[config.mk]
export PLATFORM = sky130hd
export DESIGN_NAME = cipher_reg_frontend
export DESIGN_NICKNAME = d
export VERILOG_FILES = /design/src/rtl/cfe_pkg.sv /design/src/rtl/cfe_regfile.sv /design/src/rtl/cfe_sequencer.sv /design/src/rtl/cipher_reg_frontend.sv
export SDC_FILE = /design/constraint.sdc
export NUM_CORES = 1
export LEC_CHECK = 0
export ABC_AREA = 1
export BUFFER_PORTS_ARGS = -buffer_cell sky130_fd_sc_hd__buf_2
export CAP_MARGIN = 20
export CORE_AREA = 2 2 337 339
export DETAILED_ROUTE_END_ITERATION = 10
export DIE_AREA = 0 0 339 341
export PLACE_DENSITY = 0.46
export SYNTH_ARGS = -nofsm -noshare
export SYNTH_HDL_FRONTEND = slang
export SYNTH_HIERARCHICAL = 1
export SYNTH_SLANG_ARGS = --single-unit
[constraint.sdc]
create_clock -name clk -period 8.2 [get_ports clk]
set_clock_uncertainty 0.1 [all_clocks]
set_input_delay 1.23 -clock clk [delete_from_list [all_inputs] [get_ports clk]]
set_output_delay 1.23 -clock clk [all_outputs]
set_load 0.03 [all_outputs]
[src/rtl/cfe_pkg.sv]
package cfe_pkg;

    localparam int CFE_WORD_W    = 32;
    localparam int CFE_KEY_WORDS = 8;
    localparam int CFE_BLK_WORDS = 4;
    localparam int CFE_ADDR_W    = 8;
    localparam int CFE_IDX_W     = 3;

    localparam int CTRL_CFG_W    = 10;
    localparam int CTRL_BUSY_BIT = 10;
    localparam int CTRL_KV_BIT   = 11;
    localparam int CTRL_ERR_BIT  = 12;

    typedef enum logic [2:0] {
        MODE_ECB = 3'd0,
        MODE_CBC = 3'd1,
        MODE_OFB = 3'd2,
        MODE_CFB = 3'd3,
        MODE_CTR = 3'd4
    } chain_mode_e;

    typedef enum logic [1:0] {
        KSZ_128  = 2'd0,
        KSZ_192  = 2'd1,
        KSZ_256  = 2'd2,
        KSZ_RSVD = 2'd3
    } key_size_e;

    // configuration part of the control word, bit 0 at the bottom
    typedef struct packed {
        logic       iv_auto;
        logic       prep_key;
        logic       auto_sel;
        logic       start_mode;
        logic [1:0] key_code;
        logic [2:0] mode;
        logic       decrypt;
    } ctrl_cfg_t;

    typedef enum logic [2:0] {
        GRP_CTRL,
        GRP_KEY,
        GRP_IV,
        GRP_DIN,
        GRP_DOUT,
        GRP_NONE
    } reg_grp_e;

    typedef struct packed {
        reg_grp_e             grp;
        logic [CFE_IDX_W-1:0] idx;
    } reg_sel_t;

    typedef enum logic [1:0] {
        SQ_IDLE,
        SQ_LAUNCH,
        SQ_WAIT
    } seq_state_e;

    // word offsets: control, then key words high to low, then IV, input, output
    function automatic reg_sel_t decode_word(input int word, input int key_words,
                                             input int blk_words);
        reg_sel_t s;
        int kb;
        int ib;
        int db;
        int ob;
        kb = 1;
        ib = kb + key_words;
        db = ib + blk_words;
        ob = db + blk_words;
        s.grp = GRP_NONE;
        s.idx = '0;
        if (word == 0) begin
            s.grp = GRP_CTRL;
        end else if (word < ib) begin
            s.grp = GRP_KEY;
            s.idx = CFE_IDX_W'(ib - 1 - word);
        end else if (word < db) begin
            s.grp = GRP_IV;
            s.idx = CFE_IDX_W'(db - 1 - word);
        end else if (word < ob) begin
            s.grp = GRP_DIN;
            s.idx = CFE_IDX_W'(ob - 1 - word);
        end else if (word < ob + blk_words) begin
            s.grp = GRP_DOUT;
            s.idx = CFE_IDX_W'(ob + blk_words - 1 - word);
        end
        return s;
    endfunction

    function automatic logic cfg_legal(input ctrl_cfg_t c);
        return (c.mode <= 3'(MODE_CTR)) && (c.key_code != 2'(KSZ_RSVD));
    endfunction

endpackage

[src/rtl/cfe_regfile.sv]
module cfe_regfile
    import cfe_pkg::*;
#(
    parameter int WORD_W    = CFE_WORD_W,
    parameter int KEY_WORDS = CFE_KEY_WORDS,
    parameter int BLK_WORDS = CFE_BLK_WORDS,
    localparam int KEY_W    = WORD_W * KEY_WORDS,
    localparam int BLK_W    = WORD_W * BLK_WORDS
) (
    input  logic              clk,
    input  logic              rst,
    input  logic              we,
    input  reg_sel_t          sel,
    input  logic [WORD_W-1:0] wdata,
    input  logic              busy,
    input  logic              done,
    input  logic              iv_auto,
    input  logic [BLK_W-1:0]  next_iv,
    input  logic [BLK_W-1:0]  result,
    output logic [KEY_W-1:0]  key_flat,
    output logic [BLK_W-1:0]  iv_flat,
    output logic [BLK_W-1:0]  din_flat,
    output logic [BLK_W-1:0]  dout_flat
);

    logic [WORD_W-1:0] key_q  [KEY_WORDS];
    logic [WORD_W-1:0] iv_q   [BLK_WORDS];
    logic [WORD_W-1:0] din_q  [BLK_WORDS];
    logic [WORD_W-1:0] dout_q [BLK_WORDS];

    for (genvar g = 0; g < KEY_WORDS; g++) begin : g_key
        always_ff @(posedge clk) begin
            if (rst)
                key_q[g] <= '0;
            else if (we && sel.grp == GRP_KEY && sel.idx == CFE_IDX_W'(g))
                key_q[g] <= wdata;
        end
        assign key_flat[g*WORD_W +: WORD_W] = key_q[g];
    end

    for (genvar g = 0; g < BLK_WORDS; g++) begin : g_blk
        always_ff @(posedge clk) begin
            if (rst)
                iv_q[g] <= '0;
            else if (we && sel.grp == GRP_IV && sel.idx == CFE_IDX_W'(g))
                iv_q[g] <= wdata;
            else if (done && iv_auto)
                iv_q[g] <= next_iv[g*WORD_W +: WORD_W];
        end

        always_ff @(posedge clk) begin
            if (rst)
                din_q[g] <= '0;
            else if (we && sel.grp == GRP_DIN && sel.idx == CFE_IDX_W'(g))
                din_q[g] <= wdata;
        end

        always_ff @(posedge clk) begin
            if (rst)
                dout_q[g] <= '0;
            else if (done)
                dout_q[g] <= result[g*WORD_W +: WORD_W];
        end

        assign iv_flat[g*WORD_W +: WORD_W]   = iv_q[g];
        assign din_flat[g*WORD_W +: WORD_W]  = din_q[g];
        assign dout_flat[g*WORD_W +: WORD_W] = dout_q[g];
    end

    AST_KEY_FROZEN_BUSY: assert property (@(posedge clk) disable iff (rst)
        busy |=> $stable(key_flat));

    AST_IV_KEPT_NO_AUTO: assert property (@(posedge clk) disable iff (rst)
        (busy && !iv_auto) |=> $stable(iv_flat));

    AST_OUT_ONLY_ON_DONE: assert property (@(posedge clk) disable iff (rst)
        !done |=> $stable(dout_flat));

endmodule

[src/rtl/cfe_sequencer.sv]
module cfe_sequencer
    import cfe_pkg::*;
(
    input  logic clk,
    input  logic rst,
    input  logic trig,
    input  logic cfg_ok,
    input  logic prep_key,
    input  logic key_wr,
    input  logic err_clr,
    input  logic done,
    output logic busy,
    output logic start,
    output logic key_valid,
    output logic err
);

    seq_state_e state_q;
    logic       prep_lat_q;

    always_ff @(posedge clk) begin
        if (rst) begin
            state_q    <= SQ_IDLE;
            prep_lat_q <= 1'b0;
        end else begin
            unique case (state_q)
                SQ_IDLE: begin
                    if (trig && cfg_ok) begin
                        state_q    <= SQ_LAUNCH;
                        prep_lat_q <= prep_key;
                    end
                end
                SQ_LAUNCH: state_q <= done ? SQ_IDLE : SQ_WAIT;
                SQ_WAIT:   if (done) state_q <= SQ_IDLE;
                default:   state_q <= SQ_IDLE;
            endcase
        end
    end

    always_ff @(posedge clk) begin
        if (rst)
            err <= 1'b0;
        else if (trig && !cfg_ok)
            err <= 1'b1;
        else if (err_clr)
            err <= 1'b0;
    end

    always_ff @(posedge clk) begin
        if (rst)
            key_valid <= 1'b0;
        else if (busy && done && prep_lat_q)
            key_valid <= 1'b1;
        else if (key_wr)
            key_valid <= 1'b0;
    end

    assign busy  = (state_q != SQ_IDLE);
    assign start = (state_q == SQ_LAUNCH);

    AST_START_FROM_IDLE: assert property (@(posedge clk) disable iff (rst)
        start |-> !$past(busy));

    AST_BUSY_HELD: assert property (@(posedge clk) disable iff (rst)
        (busy && !done) |=> busy);

    AST_ERR_NO_LAUNCH: assert property (@(posedge clk) disable iff (rst)
        $rose(err) |-> !busy);

    AST_KV_ON_DONE: assert property (@(posedge clk) disable iff (rst)
        $rose(key_valid) |-> $past(done));

endmodule

[src/rtl/cipher_reg_frontend.sv]
module cipher_reg_frontend
    import cfe_pkg::*;
#(
    parameter int WORD_W    = CFE_WORD_W,
    parameter int KEY_WORDS = CFE_KEY_WORDS,
    parameter int BLK_WORDS = CFE_BLK_WORDS,
    parameter int ADDR_W    = CFE_ADDR_W,
    localparam int KEY_W    = WORD_W * KEY_WORDS,
    localparam int BLK_W    = WORD_W * BLK_WORDS
) (
    input  logic              clk,
    input  logic              rst,
    input  logic              bus_wr,
    input  logic              bus_rd,
    input  logic [ADDR_W-1:0] bus_addr,
    input  logic [WORD_W-1:0] bus_wdata,
    output logic [WORD_W-1:0] bus_rdata,
    output logic              eng_start,
    output logic [KEY_W-1:0]  eng_key,
    output logic [1:0]        eng_key_code,
    output logic [2:0]        eng_mode,
    output logic              eng_decrypt,
    output logic              eng_prep_key,
    output logic [BLK_W-1:0]  eng_iv,
    output logic [BLK_W-1:0]  eng_data,
    input  logic              eng_done,
    input  logic [BLK_W-1:0]  eng_result,
    input  logic [BLK_W-1:0]  eng_next_iv
);

    reg_sel_t          sel;
    ctrl_cfg_t         cfg_q;
    logic              busy, key_valid, err;
    logic              wr_ok, trig, key_wr, err_clr;
    logic [BLK_W-1:0]  dout_flat;
    logic [WORD_W-1:0] ctrl_word, rd_word;
    logic              unused_bits;

    assign sel     = decode_word(int'(bus_addr[ADDR_W-1:2]), KEY_WORDS, BLK_WORDS);
    assign wr_ok   = bus_wr && !busy;
    assign key_wr  = wr_ok && sel.grp == GRP_KEY;
    assign err_clr = wr_ok && sel.grp == GRP_CTRL && bus_wdata[CTRL_ERR_BIT];
    assign trig    = wr_ok && sel.grp == GRP_DIN && sel.idx == '0
                     && cfg_q.start_mode && cfg_q.auto_sel;

    always_ff @(posedge clk) begin
        if (rst)
            cfg_q <= '0;
        else if (wr_ok && sel.grp == GRP_CTRL)
            cfg_q <= ctrl_cfg_t'(bus_wdata[CTRL_CFG_W-1:0]);
    end

    cfe_sequencer u_seq (
        .clk       (clk),
        .rst       (rst),
        .trig      (trig),
        .cfg_ok    (cfg_legal(cfg_q)),
        .prep_key  (cfg_q.prep_key),
        .key_wr    (key_wr),
        .err_clr   (err_clr),
        .done      (eng_done),
        .busy      (busy),
        .start     (eng_start),
        .key_valid (key_valid),
        .err       (err)
    );

    cfe_regfile #(
        .WORD_W    (WORD_W),
        .KEY_WORDS (KEY_WORDS),
        .BLK_WORDS (BLK_WORDS)
    ) u_regs (
        .clk       (clk),
        .rst       (rst),
        .we        (wr_ok),
        .sel       (sel),
        .wdata     (bus_wdata),
        .busy      (busy),
        .done      (eng_done && busy),
        .iv_auto   (cfg_q.iv_auto),
        .next_iv   (eng_next_iv),
        .result    (eng_result),
        .key_flat  (eng_key),
        .iv_flat   (eng_iv),
        .din_flat  (eng_data),
        .dout_flat (dout_flat)
    );

    assign eng_key_code = cfg_q.key_code;
    assign eng_mode     = cfg_q.mode;
    assign eng_decrypt  = cfg_q.decrypt;
    assign eng_prep_key = cfg_q.prep_key || (cfg_q.decrypt && !key_valid);

    always_comb begin
        ctrl_word = '0;
        ctrl_word[CTRL_CFG_W-1:0] = cfg_q;
        ctrl_word[CTRL_BUSY_BIT]  = busy;
        ctrl_word[CTRL_KV_BIT]    = key_valid;
        ctrl_word[CTRL_ERR_BIT]   = err;
    end

    always_comb begin
        unique case (sel.grp)
            GRP_CTRL: rd_word = ctrl_word;
            GRP_IV:   rd_word = eng_iv[int'(sel.idx)*WORD_W +: WORD_W];
            GRP_DIN:  rd_word = eng_data[int'(sel.idx)*WORD_W +: WORD_W];
            GRP_DOUT: rd_word = dout_flat[int'(sel.idx)*WORD_W +: WORD_W];
            default:  rd_word = '0;
        endcase
    end

    always_ff @(posedge clk) begin
        if (rst)
            bus_rdata <= '0;
        else
            bus_rdata <= bus_rd ? rd_word : '0;
    end

    assign unused_bits = ^{bus_addr[1:0], bus_wdata};

    AST_NO_LAUNCH_BAD_CFG: assert property (@(posedge clk) disable iff (rst)
        (trig && !cfg_legal(cfg_q)) |=> !eng_start);

    AST_BUSY_DROPS_WRITES: assert property (@(posedge clk) disable iff (rst)
        (busy && bus_wr) |=> $stable(cfg_q));

endmodule

Word level (Yosys, flattened, before mapping)
Memory sizes are Yosys's and may differ from the RTL's. Cells that the tools add are included.

Register bits after elaboration: 47. Output and inout bits: 552. Word-level logic and storage cells: 219. Memories kept: 4. Bits of input ports: 301. Bits in writable memories: 640.

Memories: u_regs.key_q (depth 8, width 32, read ports 8, clocked after Yosys merged registers in 0, wr ports 8, RTL line cfe_regfile.sv:26) `logic [WORD_W-1:0] key_q [KEY_WORDS];`; u_regs.din_q (depth 4, width 32, read ports 4, clocked after Yosys merged registers in 0, wr ports 4, RTL line cfe_regfile.sv:28) `logic [WORD_W-1:0] din_q [BLK_WORDS];`; u_regs.dout_q (depth 4, width 32, read ports 4, clocked after Yosys merged registers in 0, wr ports 4, RTL line cfe_regfile.sv:29) `logic [WORD_W-1:0] dout_q [BLK_WORDS];`; u_regs.iv_q (depth 4, width 32, read ports 4, clocked after Yosys merged registers in 0, wr ports 4, RTL line cfe_regfile.sv:27) `logic [WORD_W-1:0] iv_q [BLK_WORDS];`.

Shifts and indexed selects: 3. Add/subtract/negate cells: 4. Mux-type cells: 105. Magnitude comparators: 5. Reductions and logical operators: 45. Bitwise operators: 25. Eq/ne operators: 16.

Operators with widths (number): $mux 32 (24); $shiftx 128x9->32 (3); $pmux 32 s4 (1); $mux 1 (70); $logic_and 1x1->1 (31); $or 1x1->1 (24); $mux 6 (3); $eq 3x3->1 const B (5); $eq 3x2->1 const B (4); $lt 6x4->1 const B (2); $lt 6x5->1 const B (2); $eq 3x1->1 const B (2); $logic_not 3->1 (2); $logic_not 6->1 (1); $mux 2 (3); $mux 3 (2); $pmux 2 s3 (1); $reduce_bool 2->1 (3); $sub 1x3->3 const A (2); $sub 3x3->3 const A (2); $mux 4 (1); $ne 2x2->1 const B (2); $reduce_and 2->1 (2); $le 3x3->1 const B (1); 8 further kinds (10).

Logic depth before layout (Yosys ltp)
Depth after elaboration: 14. Gate-level depth with buffers: 21. Depth with buffers taken out: 18.

Cells and area by module
Netlist, hierarchy kept.

By module, submodules not included: cfe_regfile (cells an instance 1969, times used 1, area an instance 24783.8 um^2, seq. area each 19218.4 um^2); cipher_reg_frontend (cells an instance 1153, times used 1, area an instance 5703.0 um^2, seq. area each 840.8 um^2); cfe_sequencer (cells an instance 32, times used 1, area an instance 220.2 um^2, seq. area each 100.1 um^2).

Worst setup path after synthesis
No wires, ideal clock.

Path type: input to register. From: input bus_addr[2]. To: memory u_regs/iv_q[1][0] (netlist bit) (enable). Required time: 7711 ps. Arrival time: 4413 ps. Buffers on the path: 6. Slack: 3298 ps. Library setup time: 389 ps. Stages: 19. Cell sequence: clkbuf_1 -> buf_1 -> inv_1 -> ha_1 -> inv_1 -> nand2_1 -> nand2_1 -> nand2_4 -> nand3_4 -> inv_2 -> buf_4 -> buf_2 -> inv_1 -> nand2_1 -> nor2_1 -> nand2_1 -> buf_2 -> buf_2 -> nand2_1.

RTL lines: start: declaration (RTL line cipher_reg_frontend.sv:15) `input logic [ADDR_W-1:0] bus_addr,`; end: declaration (RTL line cfe_regfile.sv:27).

==> flow_metrics.env <==
export IMPL_run_status="finished clean"
export IMPL_h_tree_depth=3
export IMPL_cts_root_buf="clkbuf_16"
export IMPL_fin_crit_ns=5.47
export IMPL_cts_tree="done"
export IMPL_tightest_slew_ns=1.16
export IMPL_syn_area_per_cell_um2=9.74
export IMPL_core_area_um2=112000
export IMPL_fin_area_um2=38600
export IMPL_critical_path_buf_inv_count=5
export IMPL_top_usage_layer="met2"
export IMPL_die_w_um=339
export IMPL_multi_input_area_um2=8540
export IMPL_cp_end_kind="flop"
export IMPL_setup_violations=0
export IMPL_final_max_slew_viol_count=0
export IMPL_grt_max_degree=130
export IMPL_drv_cap=0
export IMPL_slowest_stage="nand2_2"
export IMPL_post_cts_buffers=0
export IMPL_grt_util_met2_pct=40.0
export IMPL_post_route_period_util_pct=66.7
export IMPL_grt_usage_pct=24.8
export IMPL_syn_instance_count=3154
export IMPL_vdd_drop_max_mv=0.173
export IMPL_crit_path_max_fanout=54
export IMPL_hold_buffers=0
export IMPL_fillers=11800
export IMPL_drive_gt1_share_pct=27.3
export IMPL_synth_area_um2=30700
export IMPL_grt_pass1_wl_um=201000
export IMPL_clk_pin_slew_ns=0.05
export IMPL_dieArea_um2=116000
export IMPL_mostFrequentLayoutCells="buf_2, nand2_1, nor2_1"
export IMPL_cts_num_sinks=687
export IMPL_dr_pass1_iters=6
export IMPL_layout_cells_most_common="buf_2"
export IMPL_regArea_um2=20200
export IMPL_dpl_cell_area_um2=36100
export IMPL_dr_first_iter_drc_count=2753
export IMPL_path_class="in -> reg"
export IMPL_overflow=0
export IMPL_dieHeight_um=341
export IMPL_slew_headroom_pct=22.7
export IMPL_leakage_nw=16.9
export IMPL_antenna_found_initial=34
export IMPL_grt_pass1_vias=25300
export IMPL_critPathArrivalTime_ns=5.62
export IMPL_wl_per_cell_um=27.2
export IMPL_hp_start="u_seq/err"
export IMPL_grt_util_met1_pct=32.1
export IMPL_place_port_buffers=850
export IMPL_synth_nets=3456
export IMPL_synth_cell_types=31
export IMPL_nNetsFinal=4195
export IMPL_drc=0
export IMPL_yosys_warnings=6
export IMPL_yosysSeqAreaShare_pct=65.7
export IMPL_gp_congestion=0.892
export IMPL_p_per_area_nw_per_um2=224
export IMPL_vias=26200
export IMPL_r2r_start="u_seq/state_q[1]"
export IMPL_max_stage_delay_ns=1.05
export IMPL_antenna_left=0
export IMPL_rsz0062_at_grt="no"
export IMPL_cts_path_max_buffers=3
export IMPL_clock_latency_ns=0.67
export IMPL_fin_tns_setup_ns=0
export IMPL_max_clock_freq_mhz=183
export IMPL_hold_violations=0
export IMPL_dp_hpwl_um=108000
export IMPL_path_cells="buf_2 -> inv_1 -> ha_1 -> inv_1 -> nand2_1 -> nand2_1 -> nand2_4 -> nand3_4 -> inv_4 -> inv_1 -> nand2_1 -> nor2_1 -> nand2_2 -> nand2_2"
export IMPL_grtUsageMet3_pct=6.81
export IMPL_num_rows=123
export IMPL_vias_per_cell=4.79
export IMPL_io_pins=853
export IMPL_crit_family="simple AND/OR/NAND/NOR gates"
export IMPL_initial_core_util_pct=27.4
export IMPL_startpoint_type="primary input"
export IMPL_area_growth_pct=25.7
export IMPL_cts_inserted_buffers=81
export IMPL_cts_resized=0
export IMPL_required_ns=8.35
export IMPL_wl_um=149000
export IMPL_hp_class="reg -> reg"
export IMPL_ys_seq_elements=687
export IMPL_crit_start="bus_addr[2]"
==> final cells by class <==
type / count / share of cell area (%)
Antenna cell: 14 / 0.0908
Clock buffer: 104 / 5.55
Clock inverter: 39 / 0.875
Inverter: 255 / 2.49
Multi-Input combinational cell: 1983 / 22.1
Sequential cell: 687 / 52.2
Tap cell: 1500 / 4.86
Timing Repair Buffer: 885 / 11.8
==> state kept, by name, summed over array words and instances (netlist names) <==
signal and flops:
u_regs/key_q 256, u_regs/din_q 128, u_regs/dout_q 128, u_regs/iv_q 128, bus_rdata 32, cfg_q 4
eng_mode 3, eng_key_code 2, u_seq/state_q 2, eng_decrypt 1, u_seq/err 1, u_seq/key_valid 1
u_seq/prep_lat_q 1
==> metal layers <==
| layer | share of wire (%) | vias up |
|---|---|---|
| li1 | - | 11800 |
| met4 | 3.2 | 24 |
| met3 | 9.6 | 221 |
| met1 | 41 | 12800 |
| met2 | 46 | 1330 |
| met5 | 0.11 | - |
==> cells by family (layout without fill, tap and decap cells) <==
group	after synthesis	in the layout	share of synthesized area (%)
and+or+nand+nor	1902	1902	26.1
other	0	14	0
DFF	687	687	65.7
AOI/OAI and AO/OA	80	80	1.34
buffers and inverters	484	1283	6.90
adders and majority gates	1	1	0.0407
==> tightest hold or removal path, cell delays in order (launching register included) <==
cell     delay [ns]
dfxtp_1        0.31
nand2_1        0.06
nand2_1        0.05
==> stage by stage <==
| step | power [mW] | std cells | setup slack [ns] | hold WS [ns] | util (%) |
|---|---|---|---|---|---|
| floorplan | 4.73 | 3154 | 3.30 | 0.326 | - |
| global placement | 5.28 | 5308 | 2.14 | 0.345 | 32.2 |
| detailed placement | 5.28 | 5309 | 2.08 | 0.345 | 32.2 |
| CTS | 8.73 | 5452 | 2.77 | 0.356 | 34.5 |
| global route | 8.90 | 5459 | 2.46 | 0.381 | 34.5 |
| finish | 8.65 | 5467 | 2.73 | 0.354 | 34.5 |
==> power by group <==
group | internal (mW) | leakage, nW | switching, mW
Clock | 1.90 | 1.19 | 1.55
Sequential | 3.99 | 6.57 | 0.0777
Combinational | 0.239 | 9.12 | 0.894
==> worst paths after layout <==
path	slack, ns	end	cells after the start
setup reg to reg	4.40	u_regs/iv_q[1][54]	9
setup / recovery	2.73	u_regs/iv_q[0][10]	14
hold / removal	0.35	bus_rdata[12]	2
hold reg to reg	0.35	bus_rdata[12]	2
==> synth_stat cells, drive strengths merged <==
cell | number | area [µm²]
or2 | 1 | 6.26
nor3 | 10 | 55.1
clkinv | 1 | 3.75
a211oi | 1 | 7.51
clkbuf | 75 | 282
nor2 | 684 | 2680
nor4 | 1 | 6.26
edfxtp | 640 | 19200
a21oi | 77 | 389
nand4 | 37 | 231
dfxtp | 47 | 941
nand3 | 421 | 2180
inv | 254 | 953
nor3b | 1 | 18.8
o21a | 1 | 7.51
ha | 1 | 12.5
buf | 154 | 881
nand2 | 747 | 2830
o21bai | 1 | 7.51
Power figures use the tool's default switching activity.
